**config.mk**
```make
export PLATFORM = sky130hd
export DESIGN_NAME = used_ring_completer
export DESIGN_NICKNAME = d
export VERILOG_FILES = /design/src/rtl/ucr_pkg.sv /design/src/rtl/ucr_irq.sv /design/src/rtl/ucr_ctrl.sv /design/src/rtl/used_ring_completer.sv
export SDC_FILE = /design/constraint.sdc
export NUM_CORES = 1
export LEC_CHECK = 0
export ABC_CLOCK_PERIOD_IN_PS = 4850
export BUFFER_PORTS_ARGS = -buffer_cell sky130_fd_sc_hd__buf_2
export CAP_MARGIN = 20
export CORE_MARGIN = 2
export CORE_UTILIZATION = 38
export DETAILED_ROUTE_END_ITERATION = 10
export GPL_TIMING_DRIVEN = 0
export HOLD_SLACK_MARGIN = 0.1
export PLACE_DENSITY = 0.63
export SLEW_MARGIN = 20
export SYNTH_ARGS = -nofsm -noshare
export SYNTH_HDL_FRONTEND = slang
export SYNTH_SLANG_ARGS = --single-unit
export TNS_END_PERCENT = 1
```
**constraint.sdc**
```tcl
create_clock -name clk -period 4.85 [get_ports clk]
set_input_delay 0.7275 -clock clk [delete_from_list [all_inputs] [get_ports clk]]
set_output_delay 0.7275 -clock clk [all_outputs]
set_load 0.01 [all_outputs]
```
**src/rtl/ucr_pkg.sv**
```systemverilog
package ucr_pkg;
  localparam int ADDR_W = 32;
  localparam int IDX_W  = 16;

  typedef enum logic [2:0] {
    ST_IDLE    = 3'd0,
    ST_PUT_ID  = 3'd1,
    ST_PUT_LEN = 3'd2,
    ST_SYN_IDX = 3'd3,
    ST_SYN_AVF = 3'd4,
    ST_NTF_RD  = 3'd5,
    ST_NTF_WR  = 3'd6
  } ucr_state_e;

  // byte address of the record for a slot: header (4 bytes) then 8-byte records
  function automatic logic [ADDR_W-1:0] rec_addr(input logic [ADDR_W-1:0] base,
                                                 input logic [ADDR_W-1:0] slot);
    return base + ADDR_W'(4) + (slot << 3);
  endfunction

  // payload bytes left after the reserved prefix; never negative
  function automatic logic [31:0] fill_bytes(input logic [31:0] total,
                                             input logic [31:0] resv);
    return (resv >= total) ? 32'd0 : total - resv;
  endfunction

  // interrupt policy: raise unless suppressed, but notify-on-empty overrides
  function automatic logic want_irq(input logic no_int_flag,
                                    input logic empty_override);
    return !no_int_flag || empty_override;
  endfunction
endpackage

```
**src/rtl/ucr_irq.sv**
```systemverilog
module ucr_irq #(
  parameter int CNT_W     = 16,
  parameter int CAUSE_BIT = 0
) (
  input  logic             clk,
  input  logic             rst_n,
  input  logic             ev_fire,
  input  logic             ev_skip,
  input  logic             isr_clr,
  output logic [7:0]       isr,
  output logic             irq,
  output logic [CNT_W-1:0] skip_cnt
);
  localparam logic [CNT_W-1:0] CNT_ONE = {{(CNT_W-1){1'b0}}, 1'b1};

  always_ff @(posedge clk or negedge rst_n) begin
    if (!rst_n) begin
      isr      <= '0;
      irq      <= 1'b0;
      skip_cnt <= '0;
    end else begin
      if (ev_fire) begin
        isr[CAUSE_BIT] <= 1'b1;
        irq            <= 1'b1;
      end else if (isr_clr) begin
        isr <= '0;
        irq <= 1'b0;
      end
      if (ev_skip) skip_cnt <= skip_cnt + CNT_ONE;
    end
  end

  assert_fire_sets_R4: assert property (@(posedge clk) disable iff (!rst_n)
    ev_fire |=> (isr[CAUSE_BIT] && irq));

  assert_skip_counts_R5: assert property (@(posedge clk) disable iff (!rst_n)
    ev_skip |=> (skip_cnt == $past(skip_cnt) + CNT_ONE));

  assert_skip_keeps_isr_R5: assert property (@(posedge clk) disable iff (!rst_n)
    (ev_skip && !isr_clr) |=> ($stable(isr) && $stable(irq)));

  assert_clear_R10: assert property (@(posedge clk) disable iff (!rst_n)
    (isr_clr && !ev_fire) |=> (isr == 8'h00 && !irq));
endmodule

```
**src/rtl/ucr_ctrl.sv**
```systemverilog
module ucr_ctrl
  import ucr_pkg::*;
#(
  parameter int RING_SIZE = 8
) (
  input  logic              clk,
  input  logic              rst_n,
  input  logic [ADDR_W-1:0] used_base,
  input  logic [ADDR_W-1:0] avail_base,
  input  logic              empty_override,
  input  logic              put_req,
  input  logic [15:0]       put_head,
  input  logic [31:0]       put_total,
  input  logic [31:0]       put_resv,
  input  logic              sync_req,
  input  logic              ntf_req,
  input  logic              ntf_enable,
  output logic              mem_req,
  output logic              mem_we,
  output logic [ADDR_W-1:0] mem_addr,
  output logic [3:0]        mem_be,
  output logic [31:0]       mem_wdata,
  input  logic [31:0]       mem_rdata,
  input  logic              mem_ack,
  output logic              put_done,
  output logic [31:0]       put_fill,
  output logic [31:0]       put_skip,
  output logic              sync_done,
  output logic              ntf_done,
  output logic [IDX_W-1:0]  used_idx,
  output logic              ev_fire,
  output logic              ev_skip
);
  localparam int SLOT_W = $clog2(RING_SIZE);

  ucr_state_e        state;
  logic [15:0]       head_q;
  logic [31:0]       total_q;
  logic [31:0]       hdr_q;
  logic              en_q;
  logic              step;
  logic              decide;
  logic [ADDR_W-1:0] slot_ext;
  logic [ADDR_W-1:0] rec_base;

  assign step     = mem_req && mem_ack;
  assign slot_ext = ADDR_W'(used_idx[SLOT_W-1:0]);
  assign rec_base = rec_addr(used_base, slot_ext);
  assign decide   = (state == ST_SYN_AVF) && step;
  assign ev_fire  = decide &&  want_irq(mem_rdata[0], empty_override);
  assign ev_skip  = decide && !want_irq(mem_rdata[0], empty_override);

  always_comb begin
    mem_req   = (state != ST_IDLE);
    mem_we    = 1'b0;
    mem_addr  = used_base;
    mem_be    = 4'b0000;
    mem_wdata = 32'h0;
    case (state)
      ST_PUT_ID: begin
        mem_we = 1'b1; mem_addr = rec_base; mem_be = 4'b1111;
        mem_wdata = {16'h0, head_q};
      end
      ST_PUT_LEN: begin
        mem_we = 1'b1; mem_addr = rec_base + ADDR_W'(4); mem_be = 4'b1111;
        mem_wdata = total_q;
      end
      ST_SYN_IDX: begin
        mem_we = 1'b1; mem_be = 4'b1100;
        mem_wdata = {used_idx, 16'h0};
      end
      ST_SYN_AVF: mem_addr = avail_base;
      ST_NTF_WR: begin
        mem_we = 1'b1; mem_be = 4'b0011;
        mem_wdata = {hdr_q[31:1], !en_q};
      end
      default: ;
    endcase
  end

  always_ff @(posedge clk or negedge rst_n) begin
    if (!rst_n) begin
      state     <= ST_IDLE;
      head_q    <= '0;
      total_q   <= '0;
      hdr_q     <= '0;
      en_q      <= 1'b0;
      put_fill  <= '0;
      put_skip  <= '0;
      used_idx  <= '0;
      put_done  <= 1'b0;
      sync_done <= 1'b0;
      ntf_done  <= 1'b0;
    end else begin
      put_done  <= 1'b0;
      sync_done <= 1'b0;
      ntf_done  <= 1'b0;
      case (state)
        ST_IDLE: begin
          if (put_req) begin
            head_q   <= put_head;
            total_q  <= put_total;
            put_fill <= fill_bytes(put_total, put_resv);
            put_skip <= put_resv;
            state    <= ST_PUT_ID;
          end else if (sync_req) begin
            state <= ST_SYN_IDX;
          end else if (ntf_req) begin
            en_q  <= ntf_enable;
            state <= ST_NTF_RD;
          end
        end
        ST_PUT_ID:  if (step) state <= ST_PUT_LEN;
        ST_PUT_LEN: if (step) begin
          used_idx <= used_idx + IDX_W'(1);
          put_done <= 1'b1;
          state    <= ST_IDLE;
        end
        ST_SYN_IDX: if (step) state <= ST_SYN_AVF;
        ST_SYN_AVF: if (step) begin
          sync_done <= 1'b1;
          state     <= ST_IDLE;
        end
        ST_NTF_RD: if (step) begin
          hdr_q <= mem_rdata;
          state <= ST_NTF_WR;
        end
        ST_NTF_WR: if (step) begin
          ntf_done <= 1'b1;
          state    <= ST_IDLE;
        end
        default: state <= ST_IDLE;
      endcase
    end
  end

  assert_hold_R1: assert property (@(posedge clk) disable iff (!rst_n)
    (mem_req && !mem_ack) |=> (mem_req && $stable(mem_addr) && $stable(mem_we)));

  assert_idx_step_R2: assert property (@(posedge clk) disable iff (!rst_n)
    put_done |-> (used_idx == $past(used_idx) + IDX_W'(1)));

  assert_idx_only_put_R3: assert property (@(posedge clk) disable iff (!rst_n)
    (used_idx != $past(used_idx)) |-> put_done);

  assert_one_done_R11: assert property (@(posedge clk) disable iff (!rst_n)
    $onehot0({put_done, sync_done, ntf_done}));

  assert_done_pulse_R11: assert property (@(posedge clk) disable iff (!rst_n)
    put_done |=> !put_done);
endmodule

```
**src/rtl/used_ring_completer.sv**
```systemverilog
module used_ring_completer #(
  parameter int RING_SIZE = 8,
  parameter int CNT_W     = 16,
  parameter int CAUSE_BIT = 0
) (
  input  logic             clk,
  input  logic             rst_n,
  input  logic [31:0]      used_base,
  input  logic [31:0]      avail_base,
  input  logic             feat_notify_empty,
  input  logic             queue_empty,
  input  logic             put_req,
  input  logic [15:0]      put_head,
  input  logic [31:0]      put_total,
  input  logic [31:0]      put_resv,
  input  logic             sync_req,
  input  logic             ntf_req,
  input  logic             ntf_enable,
  input  logic             isr_clr,
  output logic             mem_req,
  output logic             mem_we,
  output logic [31:0]      mem_addr,
  output logic [3:0]       mem_be,
  output logic [31:0]      mem_wdata,
  input  logic [31:0]      mem_rdata,
  input  logic             mem_ack,
  output logic             put_done,
  output logic [31:0]      put_fill,
  output logic [31:0]      put_skip,
  output logic             sync_done,
  output logic             ntf_done,
  output logic [15:0]      used_idx,
  output logic [7:0]       isr,
  output logic             irq,
  output logic [CNT_W-1:0] skip_cnt
);
  logic empty_override;
  logic ev_fire;
  logic ev_skip;

  assign empty_override = feat_notify_empty && queue_empty;

  ucr_ctrl #(.RING_SIZE(RING_SIZE)) u_ctrl (
    .clk(clk), .rst_n(rst_n),
    .used_base(used_base), .avail_base(avail_base),
    .empty_override(empty_override),
    .put_req(put_req), .put_head(put_head), .put_total(put_total), .put_resv(put_resv),
    .sync_req(sync_req), .ntf_req(ntf_req), .ntf_enable(ntf_enable),
    .mem_req(mem_req), .mem_we(mem_we), .mem_addr(mem_addr), .mem_be(mem_be),
    .mem_wdata(mem_wdata), .mem_rdata(mem_rdata), .mem_ack(mem_ack),
    .put_done(put_done), .put_fill(put_fill), .put_skip(put_skip),
    .sync_done(sync_done), .ntf_done(ntf_done), .used_idx(used_idx),
    .ev_fire(ev_fire), .ev_skip(ev_skip)
  );

  ucr_irq #(.CNT_W(CNT_W), .CAUSE_BIT(CAUSE_BIT)) u_irq (
    .clk(clk), .rst_n(rst_n),
    .ev_fire(ev_fire), .ev_skip(ev_skip), .isr_clr(isr_clr),
    .isr(isr), .irq(irq), .skip_cnt(skip_cnt)
  );

  assert_override_R6: assert property (@(posedge clk) disable iff (!rst_n)
    (ev_skip) |-> !(feat_notify_empty && queue_empty));

  assert_busy_quiet_R9: assert property (@(posedge clk) disable iff (!rst_n)
    sync_done |-> !mem_req);
endmodule

```
==> flow_metrics.env <==
export IMPL_outcome="finished, final reports clean"
export IMPL_rsz0062_at_grt="true"
export IMPL_met2_length_um=22200
export IMPL_worst_setup_path_start_kind="input port"
export IMPL_period_share=0.970
export IMPL_area_delta_synth_final_pct=24.2
export IMPL_synth_cell_area_mm2=0.0125
export IMPL_detailroute_wirelength_met3_um=4330
export IMPL_timing_critical_path_to_type="primary output"
export IMPL_detailroute_via_count=12700
export IMPL_synth_ff_type="sky130_fd_sc_hd__dfrtp_1"
export IMPL_skew_ps=8.97
export IMPL_synth_top_area_share=0.368
export IMPL_cts_hold_fix_buffers=0
export IMPL_drt_first_iter_violations=960
export IMPL_async_set_reset_flop_share_out_of_synthesis=1.00
export IMPL_hp_class="input port to async pin"
export IMPL_clkSlewWorstSetupHoldPaths_ps=70
export IMPL_postRouteAntennaNets=0
export IMPL_boundaryPins=364
export IMPL_slew_headroom=0.348
export IMPL_grt_overflow_total=0
export IMPL_dp_hpwl_um=36800
export IMPL_port_buffer_count=345
export IMPL_layout_filler_cells=3265
export IMPL_final_hold_viol_count=0
export IMPL_groute_usage_overall=0.273
export IMPL_drt_vias_per_instance=5.62
export IMPL_core_mm2=0.0324
export IMPL_layout_drive_gt1_share=0.292
export IMPL_max_freq_ghz=0.213
export IMPL_synth_seq_area_share=0.368
export IMPL_required_ps=4120
export IMPL_floorplan_die_area_mm2=0.0342
export IMPL_critical_path_class="input port to primary output"
export IMPL_grt_first_pass_wirelength_um=71100
export IMPL_place_gp_congestion=0.968
export IMPL_post_synth_inst_count=1427
export IMPL_post_synth_main_area_contributors="sky130_fd_sc_hd__dfrtp_1 37%, sky130_fd_sc_hd__mux2_2 7.5%, sky130_fd_sc_hd__o21ai_0 5.2%, sky130_fd_sc_hd__nand2_1 4.4%, sky130_fd_sc_hd__a21oi_1 4.1%"
export IMPL_synthDistinctLibCells=86
export IMPL_ctsRootBufferMaster="sky130_fd_sc_hd__clkbuf_16"
export IMPL_worstSetupStartpoint="used_base[2]"
export IMPL_clock_tree_buffer_depth=2
export IMPL_synth_commonest_cells="183 x sky130_fd_sc_hd__dfrtp_1, 147 x sky130_fd_sc_hd__nand2_1, 130 x sky130_fd_sc_hd__o21ai_0, 103 x sky130_fd_sc_hd__a21oi_1, 101 x sky130_fd_sc_hd__nor2_1"
export IMPL_synth_yosys_warnings=0
export IMPL_setup_violations=0
export IMPL_count_of_flip_flops_with_a_built_in_enable_after_synthesis=0
export IMPL_grt_max_degree=97
export IMPL_cp_data_arrival_time_ps=3980
export IMPL_drt_wirelength_per_cell_um=20.9
export IMPL_wl_um=47400
export IMPL_clock_sinks=183
export IMPL_num_rows=66
export IMPL_initial_core_util=0.385
export IMPL_post_route_drc_count=0
export IMPL_cts_buffers_inserted=17
export IMPL_initial_antenna_violation_count=9
export IMPL_number_of_global_route_vias_before_repair=12400
export IMPL_synth_largest_area_cell="sky130_fd_sc_hd__dfrtp_1"
export IMPL_p_leak_nw=7.23
export IMPL_avgSynthCellArea_um2=8.73
export IMPL_sequence_of_cells_on_the_critical_path="clkbuf_4, inv_1, fa_1, nor2b_2, o21ai_2, a21oi_2, buf_2, o2111ai_1, a31o_2, and3_1, o2111a_1, nor3_1, buf_2"
export IMPL_synth_seq_cells=183
export IMPL_fp_dieH_um=185
export IMPL_slew_viol_final=0
export IMPL_finalWorstPathRequiredPeriod_ps=4700
export IMPL_cp_common_cell="sky130_fd_sc_hd__buf_2"
export IMPL_power_per_cell_area_mw_per_mm2=536
export IMPL_tritoncts_clock_tree="yes"
export IMPL_critical_path_slowest_cell="sky130_fd_sc_hd__fa_1"
export IMPL_maxCapViolCount=0
export IMPL_routed_top_layer="met5"
export IMPL_post_synth_top_count_cell="sky130_fd_sc_hd__dfrtp_1"
export IMPL_worst_path_buf_inv=4
export IMPL_post_layout_total_power_mw=8.29
export IMPL_critical_path_top_delay_family="compound AO/OA/AOI/OAI gates"
export IMPL_wl_met1_um=19200
export IMPL_htreeDepth=4
export IMPL_worst_slew_pin_slew_ps=978
export IMPL_worst_skew_pair_late_latency_ps=440
export IMPL_die_width_um=185
export IMPL_timing_critical_path_fanout_max=10
export IMPL_setup_tns_ps=0
export IMPL_worst_voltage_drop_across_the_vdd_grid_mv=0.280
export IMPL_crit_path_max_incr_delay_ps=500
export IMPL_detailedRoute_firstPassIterationCount=5
export IMPL_finalNetCount=2027
export IMPL_regToRegStartpoint="u_ctrl.state[0]$_DFFE_PN0P_"
==> cell type report <==
class | count | area, um^2 | area share
Multi-Input combinational cell | 1089 | 7260 | 0.469
Sequential cell | 183 | 4580 | 0.296
Timing Repair Buffer | 349 | 1790 | 0.116
Tap cell | 442 | 553 | 0.0358
Buffer | 101 | 463 | 0.0299
Clock buffer | 19 | 453 | 0.0293
Inverter | 60 | 225 | 0.0146
Clock inverter | 13 | 124 | 0.00801
Antenna cell | 9 | 22.5 | 0.00146
==> routing by layer <==
layer | GRT usage | vias to the layer above
li1 | - | 5913
met1 | 0.341 | 6095
met2 | 0.455 | 625
met3 | 0.0629 | 102
met4 | 0.114 | 4
met5 | 0 | -
==> through the flow <==
stage / util / cell area [um^2] / hold WS [ps] / setup slack (ps) / cells
after floorplan: - / 12500 / 432 / 665 / 1433
after CTS: 0.475 / 15400 / 317 / 8.44 / 2253
final: 0.478 / 15500 / 295 / 147 / 2265
after detailed placement: 0.457 / 14800 / 459 / -41.2 / 2221
after global routing: 0.478 / 15500 / 339 / 0.927 / 2261
after global placement: 0.456 / 14800 / 457 / -29.1 / 2220
==> placed cells by master, fill, tap and decap left out, types with 22 or more instances in the layout <==
cell / n
sky130_fd_sc_hd__buf_2: 357
sky130_fd_sc_hd__dfrtp_1: 180
sky130_fd_sc_hd__nand2_1: 147
sky130_fd_sc_hd__o21ai_0: 130
sky130_fd_sc_hd__a21oi_1: 103
sky130_fd_sc_hd__nor2_1: 101
sky130_fd_sc_hd__mux2_2: 83
sky130_fd_sc_hd__inv_1: 58
sky130_fd_sc_hd__clkbuf_1: 56
sky130_fd_sc_hd__xnor2_1: 53
sky130_fd_sc_hd__ha_1: 38
sky130_fd_sc_hd__nand3_1: 34
sky130_fd_sc_hd__xor2_1: 30
sky130_fd_sc_hd__nand4_1: 27
sky130_fd_sc_hd__o22ai_1: 25
sky130_fd_sc_hd__and3_1: 24
sky130_fd_sc_hd__a22oi_1: 22
==> report_power, final <==
part / total [mW] / leakage, nW / internal (mW) / switching, mW
sequential: 2.56 / 2.32 / 2.16 / 0.402
clock: 1.37 / 0.270 / 0.740 / 0.635
combinational: 4.35 / 4.64 / 1.65 / 2.70
==> registers in the layout, indices dropped and copies added (netlist names) <==
register          flops
u_ctrl.sync_done      1
u_ctrl.total_q       32
u_ctrl.state          3
u_ctrl.hdr_q         31
u_irq.skip_cnt       16
u_ctrl.put_done       1
u_ctrl.put_fill      32
u_ctrl.head_q        16
u_ctrl.en_q           1
u_ctrl.used_idx      16
u_irq.isr             1
u_ctrl.put_skip      32
u_ctrl.ntf_done       1
==> path summary, 6_finish.rpt <==
| check | end | cells past startpoint | slack (ps) |
|---|---|---|---|
| setup / recovery | mem_addr[17] | 13 | 150 |
| hold / removal | u_ctrl.put_fill[26]$_DFFE_PN0P_ | 1 | 290 |
| setup reg to reg | u_irq.skip_cnt[15]$_DFFE_PN0P_ | 13 | 1210 |
| hold reg to reg | u_irq.skip_cnt[15]$_DFFE_PN0P_ | 1 | 470 |
| max in group asynchronous | u_ctrl.used_idx[0]$_DFFE_PN0P_ | 2 | 3590 |
| min in group clk | u_irq.skip_cnt[15]$_DFFE_PN0P_ | 1 | 470 |
==> what timing repair did <==
action | in CTS | in global routing
buffers inserted | 0 | 3
resized for setup | 1 | 11
pin swaps | 0 | 4
setup endpoints to repair | 1 | 13
==> kinds of logic (layout without fill, tap and decap cells) <==
kind of cell,count (synthesis),in the layout,share of synthesized area
flip-flops,183,183,0.368
adder cells (fa/ha/maj),41,41,0.0422
AO/OA/AOI/OAI,426,426,0.216
XOR/XNOR,84,84,0.0591
other,1,16,0.000301
multiplexers,100,100,0.0887
buffers and inverters,161,542,0.0548
AND/OR/NAND/NOR,431,431,0.171
(Power assumes the default switching activity.)
